<file path="config.mk">
export PLATFORM = sky130hd
export DESIGN_NAME = usbd_evt_status
export DESIGN_NICKNAME = d
export VERILOG_FILES = /design/src/rtl/usbd_evt_pkg.sv /design/src/rtl/usbd_flag_bank.sv /design/src/rtl/usbd_tok_queue.sv /design/src/rtl/usbd_evt_status.sv
export SDC_FILE = /design/constraint.sdc
export NUM_CORES = 1
export LEC_CHECK = 0
export BUFFER_PORTS_ARGS = -buffer_cell sky130_fd_sc_hd__buf_2
export CAP_MARGIN = 20
export CORE_ASPECT_RATIO = 0.6
export CORE_UTILIZATION = 50
export CTS_CLUSTER_SIZE = 28
export DETAILED_ROUTE_END_ITERATION = 12
export GPL_TIMING_DRIVEN = 0
export PLACE_DENSITY = 0.75
export SYNTH_ARGS = -nofsm -noshare
export SYNTH_HDL_FRONTEND = slang
export SYNTH_SLANG_ARGS = --single-unit
</file>
<file path="constraint.sdc">
create_clock -name clk -period 3 [get_ports clk]
set_input_delay 0.15 -clock clk [delete_from_list [all_inputs] [get_ports clk]]
set_output_delay 0.15 -clock clk [all_outputs]
set_load 0.02 [all_outputs]
</file>
<file path="src/rtl/usbd_evt_pkg.sv">
// Package: shared constants for the USB device event/status register block.
// Assumes an 8-bit flags byte whose bit positions are fixed by software.
package usbd_evt_pkg;
    localparam int FLAG_W     = 8;
    localparam int BIT_STALL  = 7;
    localparam int BIT_RSVD   = 6;
    localparam int BIT_RESUME = 5;
    localparam int BIT_SLEEP  = 4;
    localparam int BIT_TOKDN  = 3;
    localparam int BIT_SOF    = 2;
    localparam int BIT_ERR    = 1;
    localparam int BIT_BUSRST = 0;

    // Bits that are real flags (everything except the reserved bit)
    localparam logic [FLAG_W-1:0] FLAG_LIVE =
        ~(FLAG_W'(1) << BIT_RSVD);
    // Bits driven directly by event pulses (token bit comes from the queue)
    localparam logic [FLAG_W-1:0] EVT_LIVE =
        FLAG_LIVE & ~(FLAG_W'(1) << BIT_TOKDN);

    // Register map
    localparam int ADR_FLAGS = 0;
    localparam int ADR_EN    = 1;
    localparam int ADR_TOKW  = 2;
    localparam int ADR_OVF   = 3;
endpackage

</file>
<file path="src/rtl/usbd_flag_bank.sv">
// Module: usbd_flag_bank
// A bank of sticky flags, one per bit of MASK. A set pulse sets the flag and
// a clear bit clears it; a set in the same cycle as a clear wins. Bits not in
// MASK are tied to zero. Assumes set and clear are single-cycle strobes.
module usbd_flag_bank #(
    parameter int              W    = 8,
    parameter logic [W-1:0]    MASK = '1
) (
    input  logic         clk,
    input  logic         rst_n,
    input  logic [W-1:0] set_i,
    input  logic [W-1:0] clr_i,
    output logic [W-1:0] flag_o
);
    wire [W-1:0] flag_w;

    for (genvar i = 0; i < W; i++) begin : g_bit
        if (MASK[i]) begin : g_live
            logic bit_q;
            // Sticky bit: set dominates clear
            always_ff @(posedge clk) begin
                if (!rst_n)        bit_q <= 1'b0;
                else if (set_i[i]) bit_q <= 1'b1;
                else if (clr_i[i]) bit_q <= 1'b0;
            end
            assign flag_w[i] = bit_q;
        end else begin : g_tied
            assign flag_w[i] = 1'b0;
        end
    end

    assign flag_o = flag_w;


    set_lands_chk: assert property (@(posedge clk) disable iff (!rst_n)
        ((set_i & MASK) != '0) |=> ((flag_w & $past(set_i & MASK)) == $past(set_i & MASK)));


    sticky_hold_chk: assert property (@(posedge clk) disable iff (!rst_n)
        (flag_w != '0) |=> ((flag_w & $past(flag_w & ~clr_i)) == $past(flag_w & ~clr_i)));
endmodule

</file>
<file path="src/rtl/usbd_tok_queue.sv">
// Module: usbd_tok_queue
// Two-slot store for transaction status words: a visible slot and a one-deep
// holding slot. Owns the transaction-done flag and the sticky overflow bit.
// Assumes ack_req is a raw write-1 strobe; it is honoured only while the flag
// is set. After a promotion from the holding slot the flag is low for one
// cycle and returns on the next.
module usbd_tok_queue #(
    parameter int STAT_W = 8
) (
    input  logic              clk,
    input  logic              rst_n,
    input  logic              push_i,
    input  logic [STAT_W-1:0] word_i,
    input  logic              ack_req_i,
    input  logic              ovf_clr_i,
    output logic              flag_o,
    output logic [STAT_W-1:0] vis_o,
    output logic              ovf_o
);
    logic [STAT_W-1:0] vis_q, hold_q, vis_n, hold_n;
    logic              vis_v_q, hold_v_q, vis_v_n, hold_v_n;
    logic              flag_q, flag_n, rearm_q, rearm_n, ovf_q;
    logic              ack, drop;

    assign ack = ack_req_i & flag_q;

    // Next-state for both slots, the flag and the re-arm marker
    always_comb begin
        vis_n    = vis_q;
        hold_n   = hold_q;
        vis_v_n  = vis_v_q;
        hold_v_n = hold_v_q;
        flag_n   = flag_q;
        rearm_n  = 1'b0;
        drop     = 1'b0;
        if (rearm_q) flag_n = 1'b1;
        if (ack) begin
            flag_n = 1'b0;
            if (hold_v_q) begin
                vis_n    = hold_q;
                hold_v_n = 1'b0;
                hold_n   = '0;
                rearm_n  = 1'b1;
            end else begin
                vis_n   = '0;
                vis_v_n = 1'b0;
            end
        end
        if (push_i) begin
            if (!vis_v_n) begin
                vis_n   = word_i;
                vis_v_n = 1'b1;
                flag_n  = 1'b1;
            end else if (!hold_v_n) begin
                hold_n   = word_i;
                hold_v_n = 1'b1;
            end else begin
                drop = 1'b1;
            end
        end
    end

    // Slot and flag registers
    always_ff @(posedge clk) begin
        if (!rst_n) begin
            vis_q    <= '0;
            hold_q   <= '0;
            vis_v_q  <= 1'b0;
            hold_v_q <= 1'b0;
            flag_q   <= 1'b0;
            rearm_q  <= 1'b0;
        end else begin
            vis_q    <= vis_n;
            hold_q   <= hold_n;
            vis_v_q  <= vis_v_n;
            hold_v_q <= hold_v_n;
            flag_q   <= flag_n;
            rearm_q  <= rearm_n;
        end
    end

    // Sticky overflow: a drop wins over a same-cycle clear
    always_ff @(posedge clk) begin
        if (!rst_n)         ovf_q <= 1'b0;
        else if (drop)      ovf_q <= 1'b1;
        else if (ovf_clr_i) ovf_q <= 1'b0;
    end

    assign flag_o = flag_q;
    assign vis_o  = vis_q;
    assign ovf_o  = ovf_q;


    hold_needs_vis_chk: assert property (@(posedge clk) disable iff (!rst_n)
        hold_v_q |-> vis_v_q);


    flag_needs_vis_chk: assert property (@(posedge clk) disable iff (!rst_n)
        flag_q |-> vis_v_q);


    rearm_returns_chk: assert property (@(posedge clk) disable iff (!rst_n)
        rearm_q |=> flag_q);


    full_push_ovf_chk: assert property (@(posedge clk) disable iff (!rst_n)
        (push_i && vis_v_q && hold_v_q && !ack) |=> ovf_q);


    ack_empties_chk: assert property (@(posedge clk) disable iff (!rst_n)
        (ack && !hold_v_q && !push_i) |=> (!vis_v_q && !flag_q && vis_q == '0));
endmodule

</file>
<file path="src/rtl/usbd_evt_status.sv">
// Module: usbd_evt_status (top)
// Event flags, enable mask, transaction-status queue and combined interrupt
// for a USB device controller. Register map: 0 flags (write 1 to clear),
// 1 enables, 2 visible transaction status word, 3 overflow (bit 0, write 1
// to clear). Assumes REG_W >= 8 and STAT_W <= REG_W; reads are combinational.
module usbd_evt_status
    import usbd_evt_pkg::*;
#(
    parameter int ADDR_W = 2,
    parameter int REG_W  = 8,
    parameter int STAT_W = 8
) (
    input  logic              clk,
    input  logic              rst_n,
    input  logic              reg_wr_en,
    input  logic [ADDR_W-1:0] reg_addr,
    input  logic [REG_W-1:0]  reg_wdata,
    output logic [REG_W-1:0]  reg_rdata,
    input  logic [7:0]        evt_pulse,
    input  logic              tok_push,
    input  logic [STAT_W-1:0] tok_word,
    output logic              irq_o
);
    localparam logic [FLAG_W-1:0] TOK_BIT = FLAG_W'(1) << BIT_TOKDN;

    logic              wr_flags, wr_en_reg, wr_ovf;
    logic [FLAG_W-1:0] clr_vec, evt_flags, flag_byte, en_q;
    logic              tok_flag, ovf;
    logic [STAT_W-1:0] vis_word;

    assign wr_flags  = reg_wr_en && (reg_addr == ADDR_W'(ADR_FLAGS));
    assign wr_en_reg = reg_wr_en && (reg_addr == ADDR_W'(ADR_EN));
    assign wr_ovf    = reg_wr_en && (reg_addr == ADDR_W'(ADR_OVF));
    assign clr_vec   = wr_flags ? reg_wdata[FLAG_W-1:0] : '0;

    usbd_flag_bank #(
        .W    (FLAG_W),
        .MASK (EVT_LIVE)
    ) u_flags (
        .clk    (clk),
        .rst_n  (rst_n),
        .set_i  (evt_pulse),
        .clr_i  (clr_vec),
        .flag_o (evt_flags)
    );

    usbd_tok_queue #(
        .STAT_W (STAT_W)
    ) u_tokq (
        .clk       (clk),
        .rst_n     (rst_n),
        .push_i    (tok_push),
        .word_i    (tok_word),
        .ack_req_i (clr_vec[BIT_TOKDN]),
        .ovf_clr_i (wr_ovf && reg_wdata[0]),
        .flag_o    (tok_flag),
        .vis_o     (vis_word),
        .ovf_o     (ovf)
    );

    // Enable mask register; reserved bit held at zero
    always_ff @(posedge clk) begin
        if (!rst_n)         en_q <= '0;
        else if (wr_en_reg) en_q <= reg_wdata[FLAG_W-1:0] & FLAG_LIVE;
    end

    assign flag_byte = evt_flags | (tok_flag ? TOK_BIT : '0);
    assign irq_o     = |(flag_byte & en_q);

    // Read multiplexer over the four registers
    always_comb begin
        reg_rdata = '0;
        case (reg_addr)
            ADDR_W'(ADR_FLAGS): reg_rdata = REG_W'(flag_byte);
            ADDR_W'(ADR_EN):    reg_rdata = REG_W'(en_q);
            ADDR_W'(ADR_TOKW):  reg_rdata = REG_W'(vis_word);
            ADDR_W'(ADR_OVF):   reg_rdata = REG_W'(ovf);
            default:            reg_rdata = '0;
        endcase
    end


    stale_ack_ignored_chk: assert property (@(posedge clk) disable iff (!rst_n)
        (clr_vec[BIT_TOKDN] && !tok_flag && !tok_push) |=> $stable(vis_word));


    irq_needs_enable_chk: assert property (@(posedge clk) disable iff (!rst_n)
        (en_q == '0) |-> !irq_o);
endmodule

</file>
==> After elaboration in Yosys (flattened, before gate mapping) <==
Index checks and enable logic that the tools add are counted.
{ "totals": {"regBits": 34, "input_bits": 30, "output_inout_bits": 9, "wordCells": 74} }
{ "classes": {"eq_ne": 3, "muxes": 40, "bitwise_logic": 3, "n_reduce_logical": 14} }
{ "op_table": {"columns": ["cell", "count"], "rows": [
  ["8-bit 2-to-1 mux", 10],
  ["8-bit case mux with 4 select lines", 1],
  ["1-bit 2-to-1 mux", 28],
  ["2-bit nonzero test", 7],
  ["8-bit AND", 1],
  ["8-bit by 4-bit OR with 8-bit output", 1],
  ["8-bit OR reduction", 1],
  ["2-bit equality test (second input constant)", 2],
  ["1-bit logical AND", 4],
  ["4-bit 2-to-1 mux", 1],
  ["2-bit by 1-bit equality test with 1-bit output (second input constant)", 1],
  ["2-bit logical NOT", 1],
  ["2-bit AND reduction", 1],
  ["1-bit AND", 1]
]} }

==> Longest topological paths before layout <==
Gate-level depths: netlist of run 1.
{ "logic_depth": {"ltp_word": 9, "depth_mapped": 6} }

==> Cells and area by module <==
Synthesis of run 1 repeated with hierarchy kept, for this count alone.
{ "hier_totals": {"cells_unflattened": 208, "hier_area_um2": 1901.8} }
{ "modules_own_cells": {"columns": ["module", "n_inst", "cells_each", "area_per_inst_um2"], "rows": [
  ["usbd_tok_queue", 1, 110, 1014.7],
  ["usbd_evt_status", 1, 71, 575.6],
  ["usbd_flag_bank", 1, 27, 311.5]
]} }

==> Least setup slack after synthesis of run 1 <==
No wires, ideal clock.
{ "synth_timing": {"path_type": "flip-flop to flip-flop", "startpoint": "register u_tokq.hold_v_q", "endpoint": "register u_tokq.vis_q[6], in the netlist u_tokq.vis_o[6]", "setup_time_ns": 0.070, "arrival_time_ns": 1.169, "path_slack_ns": 1.762, "path_stages_with_launch": 6, "path_buffers": 1, "synth_period_minus_slack_ns": 1.238, "cell_sequence": "dfxtp_1 and4b_1 a21oi_4 buf_4 o21ai_0 a21oi_1"} }
{ "synth_between": {"elab_chain_cells": 4, "elab_cells_between_ends": 6, "cone_classes": "mux (6)"} }
{ "synth_rtl": {"columns": ["item", "line_no", "text"], "rows": [
  ["start: declaration", "usbd_tok_queue.sv:21", "logic vis_v_q, hold_v_q, vis_v_n, hold_v_n;"],
  ["start signal: assignment", "usbd_tok_queue.sv:76", "hold_v_q <= hold_v_n;"],
  ["8-bit 2-to-1 mux / 1-bit 2-to-1 mux (equally long branches)", "usbd_tok_queue.sv:39", "if (hold_v_q) begin"],
  ["8-bit 2-to-1 mux / 1-bit 2-to-1 mux (equally long branches)", "usbd_tok_queue.sv:37", "if (ack) begin"],
  ["8-bit 2-to-1 mux", "usbd_tok_queue.sv:50", "if (!vis_v_n) begin"],
  ["8-bit 2-to-1 mux (*)", "usbd_tok_queue.sv:49", "if (push_i) begin"],
  ["end signal: assignment", "usbd_tok_queue.sv:73", "vis_q <= vis_n;"],
  ["end: declaration", "usbd_tok_queue.sv:20", "logic [STAT_W-1:0] vis_q, hold_q, vis_n, hold_n;"]
]} }
Every way passes the cells marked *; elsewhere a longest branch is shown, timed or not.
A chain may end at the register's enable or synchronous reset.

==> Worst setup path after layout of run 1 <==
{ "layout_timing": {"startpoint": "register u_tokq.flag_q, in the netlist u_tokq.flag_o", "endpoint": "register u_tokq.hold_q[4]"} }
{ "layout_between": {"elab_chain_cells": 5, "elab_cells_between_ends": 7, "cone_classes": "mux (6); bitwise (1)"} }
{ "layout_rtl": {"columns": ["item", "line_no", "text"], "rows": [
  ["start: declaration", "usbd_tok_queue.sv:22", "logic flag_q, flag_n, rearm_q, rearm_n, ovf_q;"],
  ["start signal: assignment", "usbd_tok_queue.sv:77", "flag_q <= flag_n;"],
  ["1-bit AND (*)", "usbd_tok_queue.sv:25", "assign ack = ack_req_i & flag_q;"],
  ["8-bit 2-to-1 mux / 1-bit 2-to-1 mux (equally long branches)", "usbd_tok_queue.sv:37", null],
  ["8-bit 2-to-1 mux", "usbd_tok_queue.sv:54", "end else if (!hold_v_n) begin"],
  ["8-bit 2-to-1 mux", "usbd_tok_queue.sv:50", null],
  ["8-bit 2-to-1 mux (*)", "usbd_tok_queue.sv:49", null],
  ["end signal: assignment", "usbd_tok_queue.sv:74", "hold_q <= hold_n;"],
  ["end: declaration", "usbd_tok_queue.sv:20", null]
]} }
Marked as above.

==> results of run 1 <==
[worst reg2reg max path, delay by kind of cell, from the launching register on]
| kind | cells | cell delay (ns) |
|---|---|---|
| flops | 1 | 0.47 |
| buf+inv | 2 | 0.30 |
| simple gates | 1 | 0.25 |
| mux | 1 | 0.23 |
| compound gates | 1 | 0.15 |
[layout make-up]
cell class,count,area (um^2)
fill,272,1040
tap,42,52.6
clock buffer,7,86.3
timing repair buffer,35,175
sequential,34,681
clock inverter,1,5.00
buffer,12,78.8
multi-input combinational,128,848
[final timing paths]
check	end	slack, ns	start
worst min-delay path	u_flags.g_bit[5].g_live.bit_q$_SDFFE_PN0P_	0.10	evt_pulse[5]
worst min register to register	u_tokq.hold_q[2]$_SDFF_PN0_	0.48	u_tokq.hold_q[2]$_SDFF_PN0_
worst max register to register	u_tokq.hold_q[4]$_SDFF_PN0_	1.53	u_tokq.flag_o$_SDFF_PN0_
worst max-delay path	u_tokq.hold_q[4]$_SDFF_PN0_	1.53	u_tokq.flag_o$_SDFF_PN0_
[sequential cells by signal, indices dropped and copies added (netlist names)]
register                    count
u_tokq.flag_o                   1
u_tokq.ovf_o                    1
u_tokq.hold_q                   8
u_tokq.vis_v_q                  1
u_flags.g_bit.g_live.bit_q      6
en_q                            7
u_tokq.rearm_q                  1
u_tokq.hold_v_q                 1
u_tokq.vis_o                    8
[metal layers]
layer  vias up  GRT usage, %  wire length, um
met2        50          37.3             1690
met1       685          30.1             1680
met3         8          6.19              227
met4         0          8.89               53
met5         -             0                0
li1        706             -                -
[Yosys cell counts, types with 3 or more instances]
master    instances  area [um^2]
dfxtp_1          34          681
nand2_1          22         82.6
mux2i_1          21          210
nor2b_1          16          100
o21ai_0          15         75.1
a21oi_1          13         65.1
a22oi_1           9         67.6
nand3_1           9         45.0
and2_1            4         25.0
clkbuf_1          4         15.0
buf_2             3         15.0
buf_6             3         33.8
o21a_1            3         22.5
[logic make-up (layout without fill, tap and decap cells)]
group                    Yosys count  count (layout)  synth area share [%]
AO/OA/AOI/OAI                     46              46                  17.7
adder cells (fa/ha/maj)            1               1                 0.623
buffers and inverters             12              55                  4.90
flip-flops                        34              34                  42.3
multiplexers                      22              22                  14.5
AND/OR/NAND/NOR                   59              59                  19.9
[cell usage in the layout, fill, tap and decap left out, drive strengths merged]
cell type | synthesis | routed
or2 | 1 | 1
nand3 | 10 | 10
clkbuf | 4 | 11
and4 | 1 | 1
buf | 8 | 43
a21boi | 1 | 1
a31oi | 2 | 2
mux4 | 1 | 1
a21oi | 14 | 14
o21ai | 15 | 15
and2 | 4 | 4
mux2i | 21 | 21
a222oi | 1 | 1
maj3 | 1 | 1
a32oi | 1 | 1
o21a | 3 | 3
clkinv | 0 | 1
nor3b | 1 | 1
a22oi | 9 | 9
nand4 | 2 | 2
and4b | 1 | 1
nand2 | 22 | 22
nor2b | 16 | 16
dfxtp | 34 | 34
nand3b | 1 | 1
[stage by stage]
| stage | cell area, um^2 | cells | power, W |
|---|---|---|---|
| 2_1_floorplan | 1610 | 174 | 0.000590 |
| 3_3_place_gp | 1840 | 251 | 0.000635 |
| 3_5_place_dp | 1840 | 251 | 0.000641 |
| 4_1_cts | 1930 | 259 | 0.000981 |
| 5_1_grt | 1930 | 259 | 0.00102 |
| 6_report | 1930 | 259 | 0.000975 |
[power breakdown]
group          internal (W)  switching (W)  total [W]
clock network      0.000185       0.000159   0.000344
logic             0.0000624      0.0000726   0.000135
registers          0.000477      0.0000188   0.000496
==> results.py, run 1 <==
metrics = {
    "power": {
        "leakage_nw": 0.812,
        "power_density_nw_per_um2": 506,
        "peakVddDrop_mv": 0.304,
    },
    "run": {
        "maxCapViolations": 0,
    },
    "status": {
        "status": "complete, no violations",
    },
    "critical_path": {
        "crit_path_start_kind": "flop",
        "endpoint_kind": "flop",
        "crit_family": "flip-flops",
        "path_cells": "and4_1 > buf_6 > o21a_1 > buf_6 > mux2i_1",
        "slowest_delay_ns": 0.47,
        "required_ns": 3.20,
        "cp_num_buf_inv": 2,
        "worstPathArrival_ns": 1.67,
        "critPathSlowestCell": "dfxtp_1",
        "path_common_cell": "buf_6",
        "cp_num_cells": 5,
        "cp_max_fo": 9,
        "reg2regPathDepth": 5,
        "crit_type": "reg2reg",
    },
    "grt": {
        "grt_overflow": 0,
        "grt_pass1_vias": 1324,
        "grt_pass1_wl_mm": 5.74,
        "track_usage_pct": 23.2,
        "grt_max_degree": 11,
        "antenna_found_initial": 0,
    },
    "floorplanning": {
        "pin_count": 39,
        "num_rows": 15,
        "start_util_pct": 54.2,
        "core_um2": 2970,
        "die_area_um2": 3450,
        "die-width_um": 75.2,
        "die_y_um": 45.9,
    },
    "clocking": {
        "cts_buffers": 5,
        "cts.sinks": 34,
        "cts_tree": "built",
        "ctsHoldBuffers": 0,
        "worstSkewPairLatency_ns": 0.28,
        "cts.clk_slew.worst_paths_ns": 0.07,
        "cts-root-buf": "clkbuf_8",
        "ctsResizeCount": 0,
        "htreeDepth": 2,
        "clockBufferDepth": 2,
        "postCtsSetupBuffers": 0,
    },
    "sta": {
        "max_slew.worst_pin.slew_ns": 0.465,
        "grt_setup_unrepaired": "no",
        "drv_slew": 0,
        "period_needed_ns": 1.47,
        "setup_tns_ns": 0,
        "hold_viol": 0,
        "hold_ws_ns": 0.101,
        "clock_skew_ns": 0.00930,
        "fin_crit_sh_pct": 48.9,
        "relSlewSlack_pct": 68.9,
        "fmax_mhz": 682,
        "fin_ws_ns": 1.53,
        "setup_viol": 0,
    },
    "cells_and_area": {
        "diodes": 0,
        "finish.net_count": 246,
        "syn_to_final_growth_pct": 19.8,
        "layout-drive-gt1-share_pct": 25.3,
        "final_core_util_pct": 65.0,
    },
    "worst_hold_path": {
        "whs_path_depth": 3,
        "hp-class": "in2reg",
    },
    "placement": {
        "pre_cts_slack_ns": 1.47,
        "place_hpwl_mm": 2.88,
        "io_buffer_count": 35,
        "gp_congestion": 0.803,
    },
    "logic_synthesis": {
        "synth_edf_count": 0,
        "synth-seq-cells": 34,
        "synth.net_count": 204,
        "ys_warn_count": 0,
        "yosysSeqAreaShare_pct": 42.3,
        "syn_area_per_cell_um2": 9.24,
        "syn_inst": 174,
        "synthArstFlopShare_pct": 0,
        "synth_ff_type": "dfxtp_1",
        "synth_area_um2": 1610,
        "synth_cell_types": 28,
    },
    "route": {
        "drtPass1Iterations": 4,
        "drt_iter0_drc": 51,
        "remaining_drc_errors": 0,
        "viasPerCell": 5.59,
        "route.detailed.wl_per_inst_um": 14.1,
        "wl_mm": 3.65,
        "detail-route-antenna-nets": 0,
        "vias": 1449,
    },
}
No activity file was read; power rests on OpenSTA's default activity.
==> run 2, diff against run 1 <==
--- a/config.mk
+++ b/config.mk
@@ -5,6 +5,7 @@
 export SDC_FILE = /design/constraint.sdc
 export NUM_CORES = 1
 export LEC_CHECK = 0
+export ABC_AREA = 1
 export BUFFER_PORTS_ARGS = -buffer_cell sky130_fd_sc_hd__buf_2
 export CAP_MARGIN = 20
 export CORE_ASPECT_RATIO = 0.6
@@ -12,7 +13,7 @@
 export CTS_CLUSTER_SIZE = 28
 export DETAILED_ROUTE_END_ITERATION = 12
 export GPL_TIMING_DRIVEN = 0
-export PLACE_DENSITY = 0.75
+export PLACE_DENSITY = 0.74
 export SYNTH_ARGS = -nofsm -noshare
 export SYNTH_HDL_FRONTEND = slang
 export SYNTH_SLANG_ARGS = --single-unit
==> constraint.sdc (replaced) <==
create_clock -name clk -period 1.5 [get_ports clk]
set_input_delay 0.075 -clock clk [delete_from_list [all_inputs] [get_ports clk]]
set_output_delay 0.075 -clock clk [all_outputs]
set_load 0.02 [all_outputs]
==> results.py, run 2 <==
metrics = {
    "critical_path": {
        "worstPathArrival_ns": 1.30,
        "reg2regPathDepth": 6,
        "crit_type": "reg2out",
        "endpoint_kind": "output port",
        "rr_endpoint": "u_tokq.hold_q[2]$_SDFF_PN0_",
        "critPathLaunch": "u_tokq.flag_o$_SDFF_PN0_",
        "cp-endpoint": "irq_o",
        "r2r_start": "u_tokq.hold_v_q$_SDFF_PN0_",
        "cp_max_fo": 5,
        "crit_path_start_kind": "flop",
        "required_ns": 1.42,
        "timing.reg2reg.setup_slack_ns": 0.18,
    },
    "sta": {
        "drv_slew": 0,
        "setup_viol": 0,
        "max_slew.worst_pin.slew_ns": 0.502,
        "clock_skew_ns": 0.00700,
        "grt_setup_unrepaired": "no",
        "hold_ws_ns": 0.00248,
        "relSlewSlack_pct": 66.5,
        "setup_tns_ns": 0,
        "period_needed_ns": 1.37,
        "fmax_mhz": 730,
        "hold_viol": 0,
        "fin_crit_sh_pct": 91.3,
    },
    "logic_synthesis": {
        "synthTopCellsByArea": "dfxtp_1 (39%), nand2_1 (15%), nor2_1 (8.5%)",
        "ys_warn_count": 0,
        "syn_area_per_cell_um2": 6.61,
        "synth_cell_types": 24,
        "synth_most_common_cell": "nand2_1",
        "synth_ff_type": "dfxtp_1",
        "yosysTopAreaCellShare_pct": 38.7,
        "yosys.area.top_type": "dfxtp_1",
        "synth_area_um2": 1760,
        "synth_edf_count": 0,
        "synth_top_cells_by_count": "nand2_1 (71), nor2_1 (40), dfxtp_1 (34), nand3_1 (28), a21oi_1 (25)",
        "synth.net_count": 296,
        "synth-seq-cells": 34,
        "yosysSeqAreaShare_pct": 38.7,
        "synthArstFlopShare_pct": 0,
        "syn_inst": 266,
    },
    "clocking": {
        "postCtsSetupBuffers": 0,
        "cts.clk_slew.worst_paths_ns": 0.07,
        "cts_tree": "built",
        "cts_buffers": 5,
        "cts.sinks": 34,
        "htreeDepth": 2,
        "cts-root-buf": "clkbuf_8",
        "worstSkewPairLatency_ns": 0.28,
        "clockBufferDepth": 2,
    },
    "grt": {
        "grt_overflow": 0,
        "grt_pass1_wl_mm": 7.08,
        "antenna_found_initial": 0,
        "grt_pass1_vias": 1509,
        "track_usage_pct": 25.6,
        "grt_max_degree": 11,
    },
    "power": {
        "peakVddDrop_mv": 0.696,
        "leakage_nw": 0.969,
        "p_total_w": 0.00203,
        "power_density_nw_per_um2": 974,
    },
    "cells_and_area": {
        "diodes": 0,
        "final_cell_mix": "nand2_1 (71), nor2_1 (40), buf_2 (37)",
        "stdcell_area_um2": 2090,
        "layout-drive-gt1-share_pct": 19.2,
        "final_common_cell": "nand2_1",
        "finish.net_count": 337,
        "final_core_util_pct": 63.2,
        "syn_to_final_growth_pct": 18.7,
    },
    "placement": {
        "gp_congestion": 0.799,
        "place_hpwl_mm": 3.32,
        "placed_area_um2": 1980,
        "io_buffer_count": 33,
    },
    "floorplanning": {
        "core_um2": 3300,
        "num_rows": 16,
        "pin_count": 39,
        "die_y_um": 47.9,
        "die_area_um2": 3770,
        "start_util_pct": 53.3,
        "die-width_um": 78.6,
    },
    "route": {
        "wl_mm": 4.35,
        "detail-route-antenna-nets": 0,
        "drt_iter0_drc": 103,
        "remaining_drc_errors": 0,
        "route.detailed.wl_per_inst_um": 12.3,
        "drtPass1Iterations": 4,
        "viasPerCell": 5.17,
        "vias": 1826,
    },
    "run": {
        "maxCapViolations": 0,
    },
    "worst_hold_path": {
        "hp-class": "in2reg",
    },
    "status": {
        "status": "complete, no violations",
    },
}
## run 2: changes by cell type in the layout (fill, tap and decap cells not counted), sizes merged, moves of 4 or more
cell    previous run  this run
a22oi              9         0
nand2             22        73
o21ai             15         9
o21bai             0         8
nor2               0        43
mux2i             21         0
nand3             10        30
inv                0        24
a21oi             14        25
and2               4         0
nor2b             16         0
## run 2: metrics by stage
step,cells,setup slack [ns]
after floorplan,266,0.385
after global placement,344,0.211
after detailed placement,344,0.205
after CTS,353,0.0560
after global routing,353,0.0294
final,353,0.130
## run 2: how the worst min path moves through the flow
stage	startpoint	endpoint	slack [ns]	cells after the start
after CTS	evt_pulse[1]	u_flags.g_bit[1].g_live.bit_q$_SDFFE_PN0P_	0.001	3
final	evt_pulse[0]	u_flags.g_bit[0].g_live.bit_q$_SDFFE_PN0P_	0.002	3
after floorplan	evt_pulse[0]	u_flags.g_bit[0].g_live.bit_q$_SDFFE_PN0P_	0.19	2
after global routing	evt_pulse[0]	u_flags.g_bit[0].g_live.bit_q$_SDFFE_PN0P_	0.02	3
after detailed placement	evt_pulse[1]	u_flags.g_bit[1].g_live.bit_q$_SDFFE_PN0P_	0.29	3
after global placement	evt_pulse[1]	u_flags.g_bit[1].g_live.bit_q$_SDFFE_PN0P_	0.28	3
## run 2: cells by family (layout without fill, tap and decap cells)
family	Yosys count	count (layout)	synth area share [%]
AOI/OAI and AO/OA	43	43	13.6
and+or+nand+nor	152	152	38.6
buffers and inverters	37	79	9.10
DFF	34	34	38.7
## run 2: final cells by class
| type | instances | area [um^2] |
|---|---|---|
| plain buffers | 13 | 70.1 |
| clock buffers | 7 | 86.3 |
| clock inverters | 1 | 5.00 |
| fillers | 311 | 1210 |
| inverters | 24 | 90.1 |
| multi-input cells | 195 | 925 |
| flip-flops and latches | 34 | 681 |
| well taps | 45 | 56.3 |
| repair buffers | 34 | 175 |
## run 2: layer usage
layer / vias to the layer above / wire length (um) / GRT usage [%]
li1: 938 / - / -
met1: 849 / 2370 / 37.5
met2: 35 / 1750 / 36.7
met3: 4 / 205 / 7.43
met4: 0 / 28 / 6.30
met5: - / 0 / 0
## run 2: worst max-delay path, stage by stage, from the launching register on
cell and delay, ns:
dfxtp_1 0.36, nand2_1 0.09, nand2_1 0.09, a221oi_2 0.20, nand4_1 0.10, buf_2 0.17
## run 2: repair_timing
item | in CTS | in global routing
hold buffers | 1 | 0
endpoints found under the setup margin | 0 | 1
endpoints found under the hold margin | 1 | 0
resized for setup | 0 | 1
## run 2: power breakdown
part,switching (W),total [W],internal [W]
Combinational,0.000210,0.000340,0.000130
Clock,0.000330,0.000700,0.000370
Sequential,0.0000357,0.000995,0.000959
Total,0.000576,0.00203,0.00146
